===== src/rtl/cct_pkg.sv =====
`timescale 1ns/1ps
package cct_pkg;
  localparam int unsigned ADDR_W = 4;
  localparam logic [ADDR_W-1:0] A_CTRL     = 4'd0;
  localparam logic [ADDR_W-1:0] A_CMPCFG   = 4'd1;
  localparam logic [ADDR_W-1:0] A_CAPCFG   = 4'd2;
  localparam logic [ADDR_W-1:0] A_STATUS   = 4'd3;
  localparam logic [ADDR_W-1:0] A_COUNT    = 4'd4;
  localparam logic [ADDR_W-1:0] A_CMP0     = 4'd5;
  localparam logic [ADDR_W-1:0] A_CMP1     = 4'd6;
  localparam logic [ADDR_W-1:0] A_IE       = 4'd7;
  localparam int unsigned       A_CAP_BASE = 8;
  // CTRL field positions
  localparam int unsigned C_RUN  = 0;
  localparam int unsigned C_EXT  = 1;
  localparam int unsigned C_SHL  = 2;
  localparam int unsigned C_PWM  = 5;
  localparam int unsigned CTRL_W = 6;
endpackage


===== src/rtl/cct_prescaler.sv =====
`timescale 1ns/1ps
module cct_prescaler #(
  parameter int unsigned SHIFT_W = 3
) (
  input  logic               clk_i,
  input  logic               rst_ni,
  input  logic               run_i,
  input  logic               ext_sel_i,
  input  logic [SHIFT_W-1:0] shift_i,
  input  logic               ext_clk_i,
  output logic               tick_o
);
  localparam int unsigned DIV_W = (1 << SHIFT_W) - 1;

  logic [1:0]       ext_sync_q;
  logic             ext_prev_q;
  logic [DIV_W-1:0] div_q, mask;
  logic             src_pulse;

  always_ff @(posedge clk_i or negedge rst_ni) begin
    if (!rst_ni) begin
      ext_sync_q <= '0;
      ext_prev_q <= 1'b0;
    end else begin
      ext_sync_q <= {ext_sync_q[0], ext_clk_i};
      ext_prev_q <= ext_sync_q[1];
    end
  end

  assign src_pulse = ext_sel_i ? (ext_sync_q[1] & ~ext_prev_q) : 1'b1;
  assign mask      = ~({DIV_W{1'b1}} << shift_i);

  always_ff @(posedge clk_i or negedge rst_ni) begin
    if (!rst_ni)        div_q <= '0;
    else if (!run_i)    div_q <= '0;
    else if (src_pulse) div_q <= div_q + 1'b1;
  end

  assign tick_o = run_i & src_pulse & ((div_q & mask) == mask);

  AST_TICK_NEEDS_RUN: assert property (@(posedge clk_i) disable iff (!rst_ni)
    tick_o |-> run_i);
  AST_DIV_SPACING: assert property (@(posedge clk_i) disable iff (!rst_ni)
    (tick_o && shift_i != '0 && $stable(shift_i)) |=> !tick_o);
endmodule


===== src/rtl/cct_capture.sv =====
`timescale 1ns/1ps
module cct_capture #(
  parameter int unsigned CNT_W = 16
) (
  input  logic             clk_i,
  input  logic             rst_ni,
  input  logic             pin_i,
  input  logic             rise_sel_i,
  input  logic [CNT_W-1:0] cnt_i,
  output logic             evt_o,
  output logic [CNT_W-1:0] cap_o
);
  logic [1:0] sync_q;
  logic       prev_q;

  always_ff @(posedge clk_i or negedge rst_ni) begin
    if (!rst_ni) begin
      sync_q <= '0;
      prev_q <= 1'b0;
    end else begin
      sync_q <= {sync_q[0], pin_i};
      prev_q <= sync_q[1];
    end
  end

  assign evt_o = rise_sel_i ? (sync_q[1] & ~prev_q) : (~sync_q[1] & prev_q);

  always_ff @(posedge clk_i or negedge rst_ni) begin
    if (!rst_ni)    cap_o <= '0;
    else if (evt_o) cap_o <= cnt_i;
  end

  AST_CAP_LATCH: assert property (@(posedge clk_i) disable iff (!rst_ni)
    evt_o |=> cap_o == $past(cnt_i));
  AST_CAP_HOLD: assert property (@(posedge clk_i) disable iff (!rst_ni)
    !evt_o |=> $stable(cap_o));
endmodule


===== src/rtl/cct_cmp_out.sv =====
`timescale 1ns/1ps
module cct_cmp_out #(
  parameter int unsigned CNT_W = 16
) (
  input  logic             clk_i,
  input  logic             rst_ni,
  input  logic             tick_i,
  input  logic             pwm_i,
  input  logic [CNT_W-1:0] cnt_i,
  input  logic [CNT_W-1:0] cmp0_i,
  input  logic [CNT_W-1:0] cmp1_i,
  input  logic [1:0]       act_i,
  output logic [1:0]       match_o,
  output logic             restart_o,
  output logic             out_o
);
  assign match_o[0] = tick_i && (cnt_i == cmp0_i);
  assign match_o[1] = tick_i && (cnt_i == cmp1_i);
  assign restart_o  = pwm_i && match_o[0];

  // compare 1 has priority in both modes
  always_ff @(posedge clk_i or negedge rst_ni) begin
    if (!rst_ni)         out_o <= 1'b0;
    else if (match_o[1]) out_o <= pwm_i ? 1'b0 : act_i[1];
    else if (match_o[0]) out_o <= pwm_i ? 1'b1 : act_i[0];
  end

  AST_PWM_SET: assert property (@(posedge clk_i) disable iff (!rst_ni)
    (pwm_i && match_o[0] && !match_o[1]) |=> out_o);
  AST_PWM_CLEAR: assert property (@(posedge clk_i) disable iff (!rst_ni)
    (pwm_i && match_o[1]) |=> !out_o);
  AST_CMP_LEVEL: assert property (@(posedge clk_i) disable iff (!rst_ni)
    (!pwm_i && match_o[1]) |=> out_o == $past(act_i[1]));
  AST_OUT_HOLD: assert property (@(posedge clk_i) disable iff (!rst_ni)
    !tick_i |=> $stable(out_o));
endmodule


===== src/rtl/cc_timer.sv =====
`timescale 1ns/1ps
module cc_timer
  import cct_pkg::*;
#(
  parameter int unsigned CNT_W   = 16,
  parameter int unsigned N_CAP   = 2,
  parameter int unsigned SHIFT_W = 3
) (
  input  logic              clk_i,
  input  logic              rst_ni,
  input  logic              bus_we_i,
  input  logic [ADDR_W-1:0] bus_addr_i,
  input  logic [CNT_W-1:0]  bus_wdata_i,
  output logic [CNT_W-1:0]  bus_rdata_o,
  input  logic              ext_clk_i,
  input  logic [N_CAP-1:0]  cap_i,
  output logic              cmp_o,
  output logic              irq_o
);
  localparam int unsigned ST_W = 3 + N_CAP;

  logic [CTRL_W-1:0] ctrl_q;
  logic [1:0]        cmpcfg_q;
  logic [N_CAP-1:0]  capcfg_q;
  logic [ST_W-1:0]   pend_q, ie_q, pend_set, pend_clr;
  logic [CNT_W-1:0]  cnt_q, cmp0_q, cmp1_q;
  logic [CNT_W-1:0]  cap_val [N_CAP];
  logic [N_CAP-1:0]  cap_evt;
  logic [1:0]        match;
  logic              tick, restart, ovf, cnt_load;

  function automatic logic wr(input logic [ADDR_W-1:0] a);
    return bus_we_i && (bus_addr_i == a);
  endfunction

  always_ff @(posedge clk_i or negedge rst_ni) begin
    if (!rst_ni) begin
      ctrl_q   <= '0;
      cmpcfg_q <= '0;
      capcfg_q <= '0;
      ie_q     <= '0;
      cmp0_q   <= '0;
      cmp1_q   <= '0;
    end else begin
      if (wr(A_CTRL))   ctrl_q   <= bus_wdata_i[CTRL_W-1:0];
      if (wr(A_CMPCFG)) cmpcfg_q <= bus_wdata_i[1:0];
      if (wr(A_CAPCFG)) capcfg_q <= bus_wdata_i[N_CAP-1:0];
      if (wr(A_IE))     ie_q     <= bus_wdata_i[ST_W-1:0];
      if (wr(A_CMP0))   cmp0_q   <= bus_wdata_i;
      if (wr(A_CMP1))   cmp1_q   <= bus_wdata_i;
    end
  end

  cct_prescaler #(.SHIFT_W(SHIFT_W)) u_pre (
    .clk_i, .rst_ni,
    .run_i     (ctrl_q[C_RUN]),
    .ext_sel_i (ctrl_q[C_EXT]),
    .shift_i   (ctrl_q[C_SHL +: SHIFT_W]),
    .ext_clk_i,
    .tick_o    (tick)
  );

  cct_cmp_out #(.CNT_W(CNT_W)) u_cmp (
    .clk_i, .rst_ni,
    .tick_i    (tick),
    .pwm_i     (ctrl_q[C_PWM]),
    .cnt_i     (cnt_q),
    .cmp0_i    (cmp0_q),
    .cmp1_i    (cmp1_q),
    .act_i     (cmpcfg_q),
    .match_o   (match),
    .restart_o (restart),
    .out_o     (cmp_o)
  );

  for (genvar g = 0; g < N_CAP; g++) begin : g_cap
    cct_capture #(.CNT_W(CNT_W)) u_cap (
      .clk_i, .rst_ni,
      .pin_i      (cap_i[g]),
      .rise_sel_i (capcfg_q[g]),
      .cnt_i      (cnt_q),
      .evt_o      (cap_evt[g]),
      .cap_o      (cap_val[g])
    );
  end

  assign cnt_load = wr(A_COUNT);
  assign ovf      = tick && !restart && (cnt_q == {CNT_W{1'b1}});

  always_ff @(posedge clk_i or negedge rst_ni) begin
    if (!rst_ni)       cnt_q <= '0;
    else if (cnt_load) cnt_q <= bus_wdata_i;
    else if (tick)     cnt_q <= restart ? '0 : cnt_q + 1'b1;
  end

  assign pend_set = {cap_evt, match, ovf};
  assign pend_clr = wr(A_STATUS) ? bus_wdata_i[ST_W-1:0] : '0;

  always_ff @(posedge clk_i or negedge rst_ni) begin
    if (!rst_ni) pend_q <= '0;
    else         pend_q <= (pend_q & ~pend_clr) | pend_set;
  end

  assign irq_o = |(pend_q & ie_q);

  always_comb begin
    bus_rdata_o = '0;
    unique case (bus_addr_i)
      A_CTRL:   bus_rdata_o = CNT_W'(ctrl_q);
      A_CMPCFG: bus_rdata_o = CNT_W'(cmpcfg_q);
      A_CAPCFG: bus_rdata_o = CNT_W'(capcfg_q);
      A_STATUS: bus_rdata_o = CNT_W'(pend_q);
      A_COUNT:  bus_rdata_o = cnt_q;
      A_CMP0:   bus_rdata_o = cmp0_q;
      A_CMP1:   bus_rdata_o = cmp1_q;
      A_IE:     bus_rdata_o = CNT_W'(ie_q);
      default: begin
        for (int i = 0; i < N_CAP; i++)
          if (bus_addr_i == ADDR_W'(A_CAP_BASE + i)) bus_rdata_o = cap_val[i];
      end
    endcase
  end

  AST_CNT_HOLD: assert property (@(posedge clk_i) disable iff (!rst_ni)
    (!tick && !cnt_load) |=> $stable(cnt_q));
  AST_OVF_FLAG: assert property (@(posedge clk_i) disable iff (!rst_ni)
    (tick && !cnt_load && !ctrl_q[C_PWM] && cnt_q == {CNT_W{1'b1}}) |=> (pend_q[0] && cnt_q == '0));
  AST_PWM_RESTART: assert property (@(posedge clk_i) disable iff (!rst_ni)
    (restart && !cnt_load) |=> cnt_q == '0);
  AST_PEND_STICKY: assert property (@(posedge clk_i) disable iff (!rst_ni)
    1'b1 |=> ((($past(pend_q) & ~$past(pend_clr)) & ~pend_q) == '0));
  AST_IRQ_CLEARED: assert property (@(posedge clk_i) disable iff (!rst_ni)
    (wr(A_STATUS) && pend_set == '0 && (bus_wdata_i[ST_W-1:0] & pend_q & ie_q) == (pend_q & ie_q)) |=> !irq_o);
endmodule


===== config.mk =====
export PLATFORM = sky130hd
export DESIGN_NAME = cc_timer
export DESIGN_NICKNAME = d
export VERILOG_FILES = /design/src/rtl/cct_pkg.sv /design/src/rtl/cct_prescaler.sv /design/src/rtl/cct_capture.sv /design/src/rtl/cct_cmp_out.sv /design/src/rtl/cc_timer.sv
export SDC_FILE = /design/constraint.sdc
export NUM_CORES = 1
export LEC_CHECK = 0
export ABC_AREA = 1
export CAP_MARGIN = 20
export CORE_MARGIN = 5
export CORE_UTILIZATION = 60
export CTS_CLUSTER_DIAMETER = 200
export CTS_CLUSTER_SIZE = 40
export DETAILED_ROUTE_END_ITERATION = 7
export GPL_TIMING_DRIVEN = 0
export MAX_ROUTING_LAYER = met4
export PLACE_DENSITY_LB_ADDON = 0.15
export SLEW_MARGIN = 25
export SYNTH_ARGS = -nofsm -noshare
export SYNTH_HDL_FRONTEND = slang
export SYNTH_SLANG_ARGS = --single-unit
export TNS_END_PERCENT = 5

===== constraint.sdc =====
create_clock -name clk_i -period 4.7 [get_ports clk_i]
set_input_delay 0.47 -clock clk_i [delete_from_list [all_inputs] [get_ports clk_i]]
set_output_delay 0.47 -clock clk_i [all_outputs]
set_load 0.02 [all_outputs]

==> metrics.md <==
| Metric | Value |
|---|---|
| # clock sinks | `117` |
| CP max FO | `10` |
| Cells after DPL | `961` |
| Pin count of the biggest net entering global routing | `69` |
| Die ar. | `12420 µm²` |
| Layout cell share with drive strength beyond 1 | `10.74%` |
| Clock Skews | `0.007476 ns` |
| Yosys reg bits | `117` |
| Cts bufs inserted | `17` |
| Number of global-route vias before repair | `5519` |
| CP Data Required Time | `4.23 ns` |
| Slew HR | `58.59%` |
| Max Slew Vio Count | `0` |
| Max Cap Viol | `0` |
| Port bufs | `42` |
| Crit start category | `input pin` |
| CTS tree | `yes` |
| Crit-path cells | `clkdlybuf4s50_1, nor2_1, nand2_2, buf_2, o22ai_1, a21oi_1, o221ai_1, clkdlybuf4s50_1` |
| Post-synthesis cell area | `6176 µm²` |
| Initial DRC count | `613` |
| Vias per cell | `5.660` |
| Initial antenna violation count | `0` |
| H-tree depth | `4` |
| Gr ovfl total | `0` |
| Routed Antenna Nets | `0` |
| Area Growth Syn to Fin | `19.19%` |
| Clock Tree Root | `clkbuf_8` |
| Starting Density | `60.64%` |
| Pwr dens | `533.1 nW/µm²` |
| Max Fclk | `288.7 MHz` |
| Slew @ Worst Pin | `0.6212 ns` |
| Routed Wire Length | `17520 µm` |
| CP Class | `input pin to primary output` |
| Clk_lat worst skew | `0.54 ns` |
| Tmin final | `3.464 ns` |
| Maximum clock path buffer count | `2` |
| Half-perimeter wire length after placement | `12570 µm` |
| Finished Core Util | `72.27%` |
| Final setup margin | `1.236 ns` |
| Unique cell type count in the Yosys netlist | `37` |
| First-pass GRT wire length | `28570 µm` |
| Routed WL per cell | `17.64 µm` |
| RSZ-0062 raised after global routing | `false` |
| Die X-Extent | `111.5 µm` |
| Fin cells | `993` |
| Cell mode on critical path | `clkdlybuf4s50_1` |
| Hold crit path type | `flop to flop` |
| Core area | `10180 µm²` |
| Period utilization | `73.70%` |
| YS warnings | `0` |
| RD Place Congestion | `0.9572` |
| Tot GR Track Use | `30.47%` |
| # resized after CTS | `0` |
| Max VDD drop | `349.1 µV` |
| Slowest-stage cell, CP | `clkdlybuf4s50_1` |
| DR vias | `5620` |
| Critical path arrival | `2.99 ns` |
| Crit end category | `primary output` |
| DRC Markers | `0` |
| Rows | `37` |
| Status | `finished, final reports clean` |
| Setup bufs post-CTS | `0` |
| Final setup vio count | `0` |
| Reg clk slew, reported paths | `0.05 ns` |
| Leakage power | `3.390 nW` |
| # diodes | `0` |
| # IOs | `44` |
| Mapped Cells | `782` |
| Mapped Avg Cell Area | `7.898 µm²` |
| Die height | `111.5 µm` |
| Post-Syn Nets | `810` |
| Place WS | `1.240 ns` |
| Hold Fails Final Rpt | `0` |
| Final nets | `873` |
| Hold slack | `0.3472 ns` |
| Router iterations before antenna repair | `5` |
| CP peak stage delay | `0.62 ns` |
| Seq/Total Area, Yosys | `47.41%` |
[cells in the final DEF (no fill, tap or decap), drive strengths merged]
cell | Yosys | final
o21ai | 113 | 113
dlygate4sd3 | 0 | 1
xnor2 | 10 | 10
ha | 2 | 2
nand2 | 204 | 204
buf | 21 | 23
a211oi | 2 | 2
a221oi | 3 | 3
bufinv | 0 | 1
xor2 | 12 | 12
dfrtp | 117 | 117
clkinv | 0 | 2
o221ai | 10 | 10
clkdlybuf4s50 | 0 | 41
nand4 | 10 | 10
clkbuf | 9 | 37
o2111ai | 2 | 2
o22ai | 34 | 34
nor3 | 6 | 6
nor2 | 47 | 47
inv | 126 | 126
or2 | 2 | 2
nand3 | 23 | 23
a21oi | 26 | 26
o31ai | 1 | 1
a22o | 2 | 2
[power breakdown]
part	internal (mW)	switching, mW
Clock	0.781	0.432
Sequential	1.30	0.224
Combinational	0.450	0.740
[layout make-up]
type	count	area, µm²
buffer	30	170.2
clock buffer	28	515.5
clock inverter	3	40.04
fill	836	2824
inverter	126	473.0
multi-input combinational	509	2605
sequential	117	2928
tap	136	170.2
timing repair buffer	44	459.2
[kinds of logic after synthesis]
| family | synth area share [%] |
|---|---|
| XOR/XNOR | 3.120 |
| adder cells (fa/ha/maj) | 0.4051 |
| AO/OA/AOI/OAI | 18.15 |
| buffers and inverters | 10.41 |
| AND/OR/NAND/NOR | 20.50 |
| flip-flops | 47.41 |
[Yosys cell counts, drive strengths merged]
| cell type | instances | share of area, % |
|---|---|---|
| o31ai | 1 | 0.12 |
| a21oi | 26 | 2.2 |
| nand2 | 204 | 13 |
| clkbuf | 9 | 0.57 |
| ha | 2 | 0.41 |
| nand4 | 10 | 1.3 |
| a211oi | 2 | 0.24 |
| o2111ai | 2 | 0.28 |
| xor2 | 12 | 1.7 |
| a221oi | 3 | 0.43 |
| nor3 | 6 | 0.75 |
| xnor2 | 10 | 1.4 |
| or2 | 2 | 0.20 |
| dfrtp | 117 | 47 |
| nor2 | 47 | 3.5 |
| o22ai | 34 | 3.4 |
| nand3 | 23 | 1.9 |
| o221ai | 10 | 1.4 |
| inv | 126 | 7.7 |
| buf | 21 | 2.2 |
| a22o | 2 | 0.28 |
| o21ai | 113 | 9.8 |
[through the flow]
| stage | total power [mW] | TNS [ns] | area (µm²) |
|---|---|---|---|
| 2_1_floorplan | 2.312 | 0 | 6176 |
| 3_5_place_dp | 2.692 | 0 | 6795 |
| 5_1_grt | 4.151 | 0 | 7361 |
| 6_report | 3.924 | 0 | 7361 |
| 4_1_cts | 3.911 | 0 | 7361 |
| 3_3_place_gp | 2.635 | -147.76 | 6766 |
[final timing paths]
kind	to	start	slack, ns	cells past startpoint
max	bus_rdata_o[14]	bus_addr_i[0]	1.24	8
min	g_cap[1].u_cap.sync_q[1]$_DFF_PN0_	g_cap[1].u_cap.sync_q[0]$_DFF_PN0_	0.35	0
max reg2reg	cnt_q[14]$_DFFE_PN0P_	cnt_q[1]$_DFFE_PN0P_	2.78	8
min reg2reg	g_cap[1].u_cap.sync_q[1]$_DFF_PN0_	g_cap[1].u_cap.sync_q[0]$_DFF_PN0_	0.35	0
max in group asynchronous	g_cap[0].u_cap.cap_o[8]$_DFFE_PN0P_	rst_ni	3.55	3
min in group asynchronous	g_cap[0].u_cap.sync_q[1]$_DFF_PN0_	rst_ni	0.45	2
[flip-flops by register name (all words and copies together) (netlist names), 4 cells and up]
name,count
cmp1_q,16
ctrl_q,6
ie_q,5
cnt_q,16
pend_q,5
u_pre.div_q,7
cmp0_q,16
g_cap.u_cap.sync_q,4
g_cap.u_cap.cap_o,32
[critical path: cells and delay by family]
family | cells | cell delay (ns)
and+or+nand+nor | 2 | 0.37
buffers and inverters | 3 | 1.51
AOI/OAI and AO/OA | 3 | 0.63
[per-layer routing]
layer,vias up,part of all wire [%],track usage (%)
met2,237,45,44.43
li1,2663,-,-
met4,0,2.2,10.79
met1,2686,45,41.57
met3,34,8.3,7.826
met5,-,0,-
[repair_timing]
action                     CTS  global route
hold buffers                 1             0
setup endpoints to repair    0             0
hold endpoints to repair    49             0
Power figures use the tool's default switching activity.
